**src/rtl/pflash_pkg.sv**
```systemverilog
package pflash_pkg;

  typedef enum logic [2:0] {
    FS_IDLE,
    FS_PSET,
    FS_ESET,
    FS_PROG,
    FS_ERASE,
    FS_SUSP
  } fsm_e;

  typedef enum logic [1:0] {
    SRC_ARRAY,
    SRC_IDENT,
    SRC_STAT
  } rdsrc_e;

  typedef struct packed {
    logic ers_err;
    logic prg_err;
    logic no_vpp;
  } errs_t;

  localparam logic [7:0] CMD_RD_ARRAY  = 8'hFF;
  localparam logic [7:0] CMD_RD_IDENT  = 8'h90;
  localparam logic [7:0] CMD_RD_STAT   = 8'h70;
  localparam logic [7:0] CMD_CLR_STAT  = 8'h50;
  localparam logic [7:0] CMD_ERS_SETUP = 8'h20;
  localparam logic [7:0] CMD_ERS_GO    = 8'hD0;
  localparam logic [7:0] CMD_PRG_A     = 8'h40;
  localparam logic [7:0] CMD_PRG_B     = 8'h10;
  localparam logic [7:0] CMD_SUSPEND   = 8'hB0;

endpackage

```
**src/rtl/pflash_seq.sv**
```systemverilog
module pflash_seq
  import pflash_pkg::*;
#(
  parameter int ADDR_W    = 6,
  parameter int BLK_W     = 2,
  parameter int PROG_CYC  = 4,
  parameter int ERASE_CYC = 8
) (
  input  logic              clk,
  input  logic              rst_n,
  input  logic              pd_n,
  input  logic              wr_cyc,
  input  logic [ADDR_W-1:0] wr_addr,
  input  logic [7:0]        wr_data,
  input  logic              vpp_ok,
  input  logic              flt_prog,
  input  logic              flt_erase,
  output logic              prg_we,
  output logic [ADDR_W-1:0] prg_addr,
  output logic [7:0]        prg_data,
  output logic              ers_we,
  output logic [BLK_W-1:0]  ers_blk,
  output rdsrc_e            src,
  output logic [7:0]        status,
  output logic              busy
);

  localparam int CNT_MAX = (PROG_CYC > ERASE_CYC) ? PROG_CYC : ERASE_CYC;
  localparam int CNT_W   = $clog2(CNT_MAX + 1);

  fsm_e              state_q, state_d;
  rdsrc_e            src_q, src_d;
  errs_t             err_q, err_d;
  logic [CNT_W-1:0]  cnt_q, cnt_d;
  logic [ADDR_W-1:0] addr_q;
  logic [7:0]        data_q;
  logic [BLK_W-1:0]  blk_q;
  logic              tgt_en;
  logic              blk_en;
  logic              prg_fire;
  logic              ers_fire;
  logic              wr_ok;

  assign wr_ok = wr_cyc & pd_n;

  // Next-state logic
  always_comb begin
    state_d  = state_q;
    src_d    = src_q;
    err_d    = err_q;
    cnt_d    = cnt_q;
    tgt_en   = 1'b0;
    blk_en   = 1'b0;
    prg_fire = 1'b0;
    ers_fire = 1'b0;
    unique case (state_q)
      FS_IDLE: begin
        if (wr_ok) begin
          unique case (wr_data)
            CMD_RD_ARRAY:  src_d = SRC_ARRAY;
            CMD_RD_IDENT:  src_d = SRC_IDENT;
            CMD_RD_STAT:   src_d = SRC_STAT;
            CMD_CLR_STAT:  err_d = '0;
            CMD_ERS_SETUP: begin
              state_d = FS_ESET;
              src_d   = SRC_STAT;
            end
            CMD_PRG_A, CMD_PRG_B: begin
              state_d = FS_PSET;
              src_d   = SRC_STAT;
            end
            default: ;
          endcase
        end
      end
      FS_PSET: begin
        if (wr_ok) begin
          src_d = SRC_STAT;
          if (!vpp_ok) begin
            err_d.no_vpp = 1'b1;
            state_d      = FS_IDLE;
          end else begin
            state_d = FS_PROG;
            cnt_d   = CNT_W'(PROG_CYC - 1);
            tgt_en  = 1'b1;
          end
        end
      end
      FS_ESET: begin
        if (wr_ok) begin
          src_d = SRC_STAT;
          if (wr_data != CMD_ERS_GO) begin
            err_d.ers_err = 1'b1;
            err_d.prg_err = 1'b1;
            state_d       = FS_IDLE;
          end else if (!vpp_ok) begin
            err_d.no_vpp = 1'b1;
            state_d      = FS_IDLE;
          end else begin
            state_d = FS_ERASE;
            cnt_d   = CNT_W'(ERASE_CYC - 1);
            blk_en  = 1'b1;
          end
        end
      end
      FS_PROG: begin
        if (cnt_q == '0) begin
          prg_fire = 1'b1;
          state_d  = FS_IDLE;
          if (flt_prog) err_d.prg_err = 1'b1;
        end else begin
          cnt_d = cnt_q - CNT_W'(1);
        end
      end
      FS_ERASE: begin
        if (cnt_q == '0) begin
          ers_fire = 1'b1;
          state_d  = FS_IDLE;
          if (flt_erase) err_d.ers_err = 1'b1;
        end else begin
          cnt_d = cnt_q - CNT_W'(1);
          if (wr_ok && wr_data == CMD_SUSPEND) state_d = FS_SUSP;
        end
      end
      FS_SUSP: begin
        if (wr_ok) begin
          unique case (wr_data)
            CMD_RD_ARRAY: src_d = SRC_ARRAY;
            CMD_RD_STAT:  src_d = SRC_STAT;
            CMD_ERS_GO: begin
              state_d = FS_ERASE;
              src_d   = SRC_STAT;
            end
            default: ;
          endcase
        end
      end
      default: state_d = FS_IDLE;
    endcase
  end

  // Control registers
  always_ff @(posedge clk or negedge rst_n) begin
    if (!rst_n) begin
      state_q <= FS_IDLE;
      src_q   <= SRC_ARRAY;
      err_q   <= '0;
      cnt_q   <= '0;
    end else if (!pd_n) begin
      state_q <= FS_IDLE;
      src_q   <= SRC_ARRAY;
      err_q   <= '0;
      cnt_q   <= '0;
    end else begin
      state_q <= state_d;
      src_q   <= src_d;
      err_q   <= err_d;
      cnt_q   <= cnt_d;
    end
  end

  // Operand latches with explicit enables
  always_ff @(posedge clk or negedge rst_n) begin
    if (!rst_n) begin
      addr_q <= '0;
      data_q <= '0;
    end else if (tgt_en) begin
      addr_q <= wr_addr;
      data_q <= wr_data;
    end
  end

  always_ff @(posedge clk or negedge rst_n) begin
    if (!rst_n) begin
      blk_q <= '0;
    end else if (blk_en) begin
      blk_q <= wr_addr[ADDR_W-1 -: BLK_W];
    end
  end

  assign busy     = (state_q == FS_PROG) || (state_q == FS_ERASE);
  assign prg_we   = prg_fire & pd_n;
  assign ers_we   = ers_fire & pd_n;
  assign prg_addr = addr_q;
  assign prg_data = data_q;
  assign ers_blk  = blk_q;
  assign src      = src_q;
  assign status   = {~busy, (state_q == FS_SUSP), err_q.ers_err,
                     err_q.prg_err, err_q.no_vpp, 3'b000};

endmodule

```
**src/rtl/pflash_store.sv**
```systemverilog
module pflash_store #(
  parameter int ADDR_W = 6,
  parameter int BLK_W  = 2
) (
  input  logic              clk,
  input  logic              rst_n,
  input  logic              prg_we,
  input  logic [ADDR_W-1:0] prg_addr,
  input  logic [7:0]        prg_data,
  input  logic              ers_we,
  input  logic [BLK_W-1:0]  ers_blk,
  input  logic [ADDR_W-1:0] rd_addr,
  output logic [7:0]        rd_data
);

  localparam int NBLK  = 1 << BLK_W;
  localparam int OFF_W = ADDR_W - BLK_W;
  localparam int BSZ   = 1 << OFF_W;

  logic [NBLK-1:0][7:0] blk_rd;
  logic [BLK_W-1:0]     prg_blk;
  logic [OFF_W-1:0]     prg_off;
  logic [OFF_W-1:0]     rd_off;

  assign prg_blk = prg_addr[ADDR_W-1 -: BLK_W];
  assign prg_off = prg_addr[OFF_W-1:0];
  assign rd_off  = rd_addr[OFF_W-1:0];

  for (genvar b = 0; b < NBLK; b++) begin : g_blk
    logic [7:0] mem [BSZ];
    logic       ers_hit;
    logic       prg_hit;

    assign ers_hit = ers_we && (ers_blk == BLK_W'(b));
    assign prg_hit = prg_we && (prg_blk == BLK_W'(b));

    always_ff @(posedge clk or negedge rst_n) begin
      if (!rst_n) begin
        for (int i = 0; i < BSZ; i++) mem[i] <= 8'hFF;
      end else if (ers_hit) begin
        for (int i = 0; i < BSZ; i++) mem[i] <= 8'hFF;
      end else if (prg_hit) begin
        mem[prg_off] <= mem[prg_off] & prg_data;
      end
    end

    assign blk_rd[b] = mem[rd_off];
  end

  assign rd_data = blk_rd[rd_addr[ADDR_W-1 -: BLK_W]];

endmodule

```
**src/rtl/pflash_rdmux.sv**
```systemverilog
module pflash_rdmux
  import pflash_pkg::*;
#(
  parameter int         ADDR_W = 6,
  parameter logic [7:0] MFR_ID = 8'h89,
  parameter logic [7:0] DEV_ID = 8'hA0
) (
  input  logic              pd_n,
  input  logic              ce_n,
  input  logic              oe_n,
  input  logic              we_n,
  input  rdsrc_e            src,
  input  logic [ADDR_W-1:0] addr,
  input  logic [7:0]        arr_data,
  input  logic [7:0]        status,
  output logic [7:0]        rd_data,
  output logic              rd_oe
);

  logic [7:0] ident;
  logic [7:0] pick;

  assign rd_oe = pd_n & ~ce_n & ~oe_n & we_n;

  always_comb begin
    if (addr == ADDR_W'(0))      ident = MFR_ID;
    else if (addr == ADDR_W'(1)) ident = DEV_ID;
    else                         ident = 8'h00;
  end

  always_comb begin
    unique case (src)
      SRC_ARRAY: pick = arr_data;
      SRC_IDENT: pick = ident;
      SRC_STAT:  pick = status;
      default:   pick = status;
    endcase
  end

  assign rd_data = rd_oe ? pick : 8'h00;

endmodule

```
**src/rtl/pflash_core.sv**
```systemverilog
module pflash_core
  import pflash_pkg::*;
#(
  parameter int         ADDR_W    = 6,
  parameter int         BLK_W     = 2,
  parameter int         PROG_CYC  = 4,
  parameter int         ERASE_CYC = 8,
  parameter logic [7:0] MFR_ID    = 8'h89,
  parameter logic [7:0] DEV_ID    = 8'hA0
) (
  input  logic              clk,
  input  logic              rst_n,
  input  logic              pd_n,
  input  logic              ce_n,
  input  logic              we_n,
  input  logic              oe_n,
  input  logic [ADDR_W-1:0] addr,
  input  logic [7:0]        wdata,
  input  logic              vpp_ok,
  input  logic              flt_prog,
  input  logic              flt_erase,
  output logic [7:0]        rdata,
  output logic              rdata_oe,
  output logic              ry_by
);

  logic              wr_cyc;
  logic              prg_we;
  logic [ADDR_W-1:0] prg_addr;
  logic [7:0]        prg_data;
  logic              ers_we;
  logic [BLK_W-1:0]  ers_blk;
  rdsrc_e            src;
  logic [7:0]        sr_byte;
  logic              busy;
  logic [7:0]        arr_data;

  assign wr_cyc = ~ce_n & ~we_n & oe_n;

  pflash_seq #(
    .ADDR_W(ADDR_W), .BLK_W(BLK_W),
    .PROG_CYC(PROG_CYC), .ERASE_CYC(ERASE_CYC)
  ) u_seq (
    .clk(clk), .rst_n(rst_n), .pd_n(pd_n),
    .wr_cyc(wr_cyc), .wr_addr(addr), .wr_data(wdata),
    .vpp_ok(vpp_ok), .flt_prog(flt_prog), .flt_erase(flt_erase),
    .prg_we(prg_we), .prg_addr(prg_addr), .prg_data(prg_data),
    .ers_we(ers_we), .ers_blk(ers_blk),
    .src(src), .status(sr_byte), .busy(busy)
  );

  pflash_store #(
    .ADDR_W(ADDR_W), .BLK_W(BLK_W)
  ) u_store (
    .clk(clk), .rst_n(rst_n),
    .prg_we(prg_we), .prg_addr(prg_addr), .prg_data(prg_data),
    .ers_we(ers_we), .ers_blk(ers_blk),
    .rd_addr(addr), .rd_data(arr_data)
  );

  pflash_rdmux #(
    .ADDR_W(ADDR_W), .MFR_ID(MFR_ID), .DEV_ID(DEV_ID)
  ) u_rdmux (
    .pd_n(pd_n), .ce_n(ce_n), .oe_n(oe_n), .we_n(we_n),
    .src(src), .addr(addr), .arr_data(arr_data), .status(sr_byte),
    .rd_data(rdata), .rd_oe(rdata_oe)
  );

  assign ry_by = ~(busy & pd_n);

endmodule

```
**config.mk**
```make
export PLATFORM = sky130hd
export DESIGN_NAME = pflash_core
export DESIGN_NICKNAME = d
export VERILOG_FILES = /design/src/rtl/pflash_pkg.sv /design/src/rtl/pflash_seq.sv /design/src/rtl/pflash_store.sv /design/src/rtl/pflash_rdmux.sv /design/src/rtl/pflash_core.sv
export SDC_FILE = /design/constraint.sdc
export NUM_CORES = 1
export LEC_CHECK = 0
export BUFFER_PORTS_ARGS = -buffer_cell sky130_fd_sc_hd__buf_2
export CAP_MARGIN = 20
export CORE_ASPECT_RATIO = 0.5
export CORE_MARGIN = 3
export CORE_UTILIZATION = 35
export CTS_BUF_LIST = sky130_fd_sc_hd__clkbuf_4
export DETAILED_ROUTE_END_ITERATION = 12
export PLACE_DENSITY = 0.46
export SLEW_MARGIN = 20
export SYNTH_ARGS = -nofsm -noshare
export SYNTH_HDL_FRONTEND = slang
export SYNTH_SLANG_ARGS = --single-unit
```
**constraint.sdc**
```tcl
create_clock -name clk -period 2.7 [get_ports clk]
set_input_delay 0 -clock clk [delete_from_list [all_inputs] [get_ports clk]]
set_output_delay 0 -clock clk [all_outputs]
set_load 0.02 [all_outputs]
```
==> metrics.txt, run 1 <==
DR vias around 24000; Residual DRC 0; area added between synthesis and finish 21.9%; WS Path Type reg -> out; delay-heaviest family, CP multiplexers; Placeable Area 0.0849 mm^2; Avg Synthesized Cell Area 11.4 um^2; H-tree depth 4; cts bufs inserted 144; Buf/Inv on CP 2; gr usage total 23.5%; TritonCTS clock tree yes; critical path, cell by cell mux4_2 -> mux4_2 -> nor3b_4 -> a221oi_2 -> buf_4 -> nand3_4 -> buf_6; R2R depth 6; fin nets 2925; Post-Syn Nets 2682; antenna violations before repair 3; Detail Route Antenna Nets 0; Pwr per Cell Area 460 mW/mm^2; Top Ports 33; Min Clock Period, post-route 3170 ps; Leak 13.9 nW; die area around 0.09 mm^2; Hold Crit Class in -> async; Max Fclk 315 MHz; final setup margin -472 ps; Startpoint Class register; share of layout cells above drive strength 1 49.2%; DRT Pass-1 Iters 7; delay of the slowest critical-path stage around 500 ps; post-synthesis cell count 2657; CTS root buf clkbuf_4; Synth area leader dfstp_2; crit share post-route 117%; post-synthesis sequential area ratio 46.6%; Placed Area 0.0343 mm^2; via/cell ratio about 5.8; Sink Count 540; number of global-route vias before repair roughly 24000; Clock transition at path regs about 70 ps; Critical Path RT ~2700 ps; Worst-Skew Late Latency 1040 ps; RSZ-0062 raised after global routing true; Initial Util 35.7%; EDFF count, synth 0; clock buffer depth 3; RR Endpoint u_seq.status[4]; DP Wirelength 68700 um; Yosys cell types 70; Die W 423 um; port bufs 32; worst-path maximum fanout 3; final core occ roughly 44%; Post-Layout Inst Area 0.0370 mm^2; maximum vdd drop 0.345 mV; # Max-Cap Violations 0; number of synthesized register bits 540; worst r2r src u_seq.state_q[0]; Iteration-0 DRC Markers between 1500 and 2000; max-slew violations 0; Avg WL per Cell approximately 25 um; Critical Path AT between 3000 and 4000 ps; first-pass GRT wire length 160000 um; worst rel slew slack 34.0%; Worst path slowest cell mux4_2; status finished with violations; post-synth top area share 44.3%; die height 214 um; endpoint class of the critical path output pin; final setup vio count 8; Rows 75; GRT Residual Overflow 0; final wirelength 106000 um; Post-synth ARST share 100%; failing checks negative setup slack; Final Hold Fails 0; Main synth FF type dfstp_2; Least-Margin Pin Slew 990 ps; Clock Skew between 40 and 50 ps; yosys warns 0; RD Place Congestion 0.848; R2R setup slack about 90 ps; Area contributors post-synth dfstp_2 44%, mux4_2 22%, o21ai_0 6.2%, a21oi_1 5.7%, nor2_1 3.5%; largest net degree at the start of global routing 99; most frequent CP cell mux4_2; Netlist Area Pre-Place between 0.03 and 0.04 mm^2
[per-stage QoR]
| stage | total power [mW] | worst slack (ps) | cells | TNS (ps) | hold slack, ps |
|---|---|---|---|---|---|
| 2_1_floorplan | 8.97 | 170 | 2657 | 0 | -296 |
| 3_3_place_gp | 9.58 | 132 | 3851 | 0 | 287 |
| 3_5_place_dp | 9.58 | 118 | 3851 | 0 | 291 |
| 4_1_cts | 17.3 | -618 | 4158 | -4610 | 14.9 |
| 5_1_grt | 17.9 | -584 | 4164 | -4140 | 113 |
| 6_report | 17.0 | -472 | 4165 | -3250 | 67.9 |
[cell type report]
cell class | count | area, um^2
Clock inverter | 23 | 88.8
Sequential cell | 540 | 14200
Tap cell | 1155 | 1450
Fill cell | 7975 | 47900
Inverter | 10 | 37.5
Timing Repair Buffer | 362 | 4280
Antenna cell | 4 | 10.0
Clock buffer | 229 | 1720
Multi-Input combinational cell | 1842 | 15300
[repair_timing]
item / 4_1_cts / 5_1_grt
pin swaps: 11 / 4
endpoints found under the hold margin: 594 / 0
setup buffers: 4 / 1
cloned: 0 / 2
hold buffers: 51 / 0
endpoints found under the setup margin: 9 / 35
resized for setup: 53 / 33
[per-layer routing]
layer	vias up	part of all wire, %	GRT usage (%)	wire, um
met2	878	43	33.2	45400
li1	10600	-	-	-
met4	0	1.8	6.69	1900
met3	136	7.6	5.80	8110
met1	12400	48	35.4	50500
met5	-	0	0	0
[kinds of logic (layout without fill, tap and decap cells)]
| family | Yosys count | in the layout | synth area share (%) |
|---|---|---|---|
| fa+ha+maj | 2 | 2 | 0.0824 |
| mux | 342 | 342 | 23.7 |
| simple gates | 697 | 699 | 11.6 |
| flops | 540 | 540 | 46.6 |
| compound gates | 796 | 796 | 13.7 |
| xor+xnor | 3 | 3 | 0.0866 |
| other cells | 0 | 4 | 0 |
| buf+inv | 277 | 624 | 4.15 |
[synth_stat cells, drive strengths merged (18+ instances only)]
cell type and number:
dfstp 512, nand2b 18, nor2 297, nor3 212, clkbuf 148, dfrtp 28, nand2 49, mux4 299
a21oi 347, nand3 20, buf 119, nor2b 19, mux2 26, o21ai 391
[worst reg2reg max path, delay by kind of cell, from the launching register on]
family,cells,cell delay (ps)
buf+inv,2,810
simple gates,1,720
compound gates,3,550
flops,1,470
[sequential cells by signal, indices dropped and copies added, names as in the netlist]
name and count:
u_seq.src 2, u_store.g_blk.mem 512, u_seq.prg_addr 6, u_seq.prg_data 8, u_seq.cnt_q 4, u_seq.ers_blk 2, u_seq.state_q 3, u_seq.status 3
[worst max-delay path by stage]
stage	start	endpoint	slack, ps	cells after the start
global route	u_store.g_blk[3].mem[6]	rdata[6]	-580	7
detailed placement	u_seq.cnt_q[0]	u_store.g_blk[1].mem[98]	120	9
floorplan	u_seq.cnt_q[0]	u_store.g_blk[0].mem[109]	170	11
global placement	u_seq.cnt_q[0]	u_store.g_blk[1].mem[96]	130	9
CTS	u_store.g_blk[3].mem[1]	rdata[1]	-620	6
finish	u_store.g_blk[0].mem[69]	rdata[5]	-470	7
[power by group]
part           internal [mW]  switching, mW  total (mW)
Sequential              8.22          0.103        8.33
Combinational          0.505          0.732        1.24
Clock                   3.82           3.64        7.46
Total                   12.5           4.48        17.0
[cells in the final DEF (no fill, tap or decap), types with 8 or more instances in the layout]
cell and n:
a211oi_1 11, a21oi_1 343, and2_1 10, buf_12 114
buf_2 20, buf_4 163, buf_6 13, clkbuf_4 229
clkinv_1 17, dfrtp_1 23, dfstp_2 512, dlygate4sd3_1 51
inv_1 10, mux2_2 25, mux2i_1 17, mux4_2 299
nand2_1 44, nand2b_1 17, nand3_1 10, nand3_2 8
nand3b_1 11, nand4_1 14, nor2_1 281, nor2_2 16
nor2b_1 17, nor3_1 204, o21ai_0 370, o21ai_1 15
No activity file was read; power rests on OpenSTA's default activity.
==> run 2, diff against run 1 <==
CORE_UTILIZATION = 55   (was 35)
CTS_CLUSTER_SIZE = 25   (was unset)
PLACE_DENSITY = 0.68   (was 0.46)
==> run 2 against run 1 <==
Net effect: the flow still finishes with violations (negative setup slack); final area shrank 4.9%; core utilization grew 21 points; wire length shrank 11%; cell count shrank 12%; global-route usage grew 9.2 points; combinational power shrank 9%; sequential power is essentially flat; first-iteration DRC count grew 54%; highest routed layer is now met5; sequential cell count is the same.
==> metrics.txt, run 2 (synthesis gave the netlist of run 1 again) <==
Placed Cells 3387; crit share post-route 114%; gr usage total between 30% and 40%; met1 Resource Use GR 45.4%; final setup margin -379 ps; endpoint class of the critical path output pin; Least-Margin Pin Slew 826 ps; fin nets ~2900; Max Fclk about 320 MHz; first-pass GRT wire length between 100000 and 150000 um; Largest register FFs around 510; max-slew violations 0; Detail Route Antenna Nets 0; Clock Skew 56.9 ps; Initial Util 56.1%; Startpoint Class register; setup TNS -2110 ps; Worst path slowest cell mux4_2; H-tree depth 4; Placeable Area 0.0541 mm^2; Critical Path RT 2700 ps; final setup vio count 8; # Max-Cap Violations 0; gr busiest metal met2; Rows 60; Residual DRC 0; final wirelength 94000 um; failing checks negative setup slack; Critical Path AT ~3000 ps; Pwr per Cell Area 475 mW/mm^2; largest net degree at the start of global routing 93; DR vias approximately 25000; Hold Crit Class in -> reg; Buf/Inv on CP 2; Final Hold Fails 0; Critical path origin u_store.g_blk[1].mem[69]; DP Wirelength between 60000 and 70000 um; Clock transition at path regs 70 ps; critical path, cell by cell mux4_2 -> mux4_2 -> nor3b_4 -> a221oi_2 -> buf_4 -> nand3_4 -> buf_6; Avg WL per Cell roughly 26 um; RD Place Congestion 0.886; share of layout cells above drive strength 1 between 40% and 50%; final hold slack around 36 ps; Largest Register u_store.g_blk.mem; Sink Count 540; status finished with violations; RSZ-0062 raised after global routing true; GR Util met2 approximately 48%; Min Clock Period, post-route 3080 ps; number of global-route vias before repair 24200; DRT Pass-1 Iters 6; WS Path Type reg -> out; Power Total 16.7 mW; worst r2r src u_seq.prg_addr[0]; antenna violations before repair 5; die height 172 um; CTS root buf clkbuf_4; worst-path maximum fanout 2; area added between synthesis and finish 16.0%; Post-Layout Inst Area 0.0352 mm^2; commonest cells after routing, fill and taps aside 512 x dfstp_2, 374 x o21ai_0, 346 x a21oi_1; Post-Layout Cell Count 3675; delay of the slowest critical-path stage 520 ps; die area 0.0582 mm^2; most frequent CP cell mux4_2; maximum vdd drop 0.350 mV; worst rel slew slack 45.0%; clock buffer depth 3; via/cell ratio 6.69; commonest non-fill, non-tap cell in the layout dfstp_2; Placed Area 0.0328 mm^2; Iteration-0 DRC Markers a little over 3000; TritonCTS clock tree yes; port bufs 32; cts bufs inserted 132; grt met3 use 12.4%; Die W roughly 340 um; GRT Residual Overflow 0; Leak 13.2 nW; delay-heaviest family, CP multiplexers; Top Ports 33; Worst-Skew Late Latency 890 ps; hold path start addr[0]
-- run 2: where the power goes --
part	total, mW	internal (mW)	leakage (nW)	switching (mW)
Sequential	8.32	8.22	5.65	0.0988
Clock	7.27	3.73	1.00	3.54
Combinational	1.13	0.460	6.51	0.673
Total	16.7	12.4	13.2	4.31
-- run 2: metal layers --
metal	routed length, um	share of wire, %	up-vias
li1	-	-	10500
met1	38000	40	12400
met2	41100	44	1480
met3	12400	13	208
met4	2560	2.7	2
met5	11	0.012	-
-- run 2: path summary, 6_finish.rpt --
kind	to	cells past startpoint	slack [ps]
setup reg to reg	u_store.g_blk[3].mem[63]	6	100
max in group asynchronous	u_seq.cnt_q[1]	3	1650
min in group asynchronous	u_store.g_blk[2].mem[58]	2	50
setup / recovery	rdata[5]	7	-380
hold reg to reg	u_store.g_blk[0].mem[58]	2	530
hold / removal	u_seq.prg_addr[0]	4	40
-- run 2: final cells by class --
type | instances | area [um^2]
diodes | 5 | 12.5
inverters | 10 | 37.5
flip-flops and latches | 540 | 14200
clock inverters | 47 | 363
well taps | 744 | 931
multi-input cells | 1840 | 15100
clock buffers | 183 | 1370
repair buffers | 306 | 3220
fillers | 4022 | 18900
-- run 2: metrics by stage --
step | setup WS (ps) | utilization (%)
floorplan | 170 | -
global placement | 103 | 60.6
detailed placement | 62.4 | 60.6
CTS | -413 | 64.8
global route | -479 | 65.1
finish | -379 | 65.1
-- run 2: tightest hold or removal path, cell delays in order --
cell and delay, ps:
buf_6 180, buf_12 220, buf_12 180, mux2_2 270
-- run 2: what timing repair did --
action,in CTS,in global routing
gates resized for setup,25,22
pin swaps,10,1
buffers inserted,6,7
setup endpoints to repair,9,383
hold endpoints to repair,442,0
cloned,0,0
hold buffers,40,0
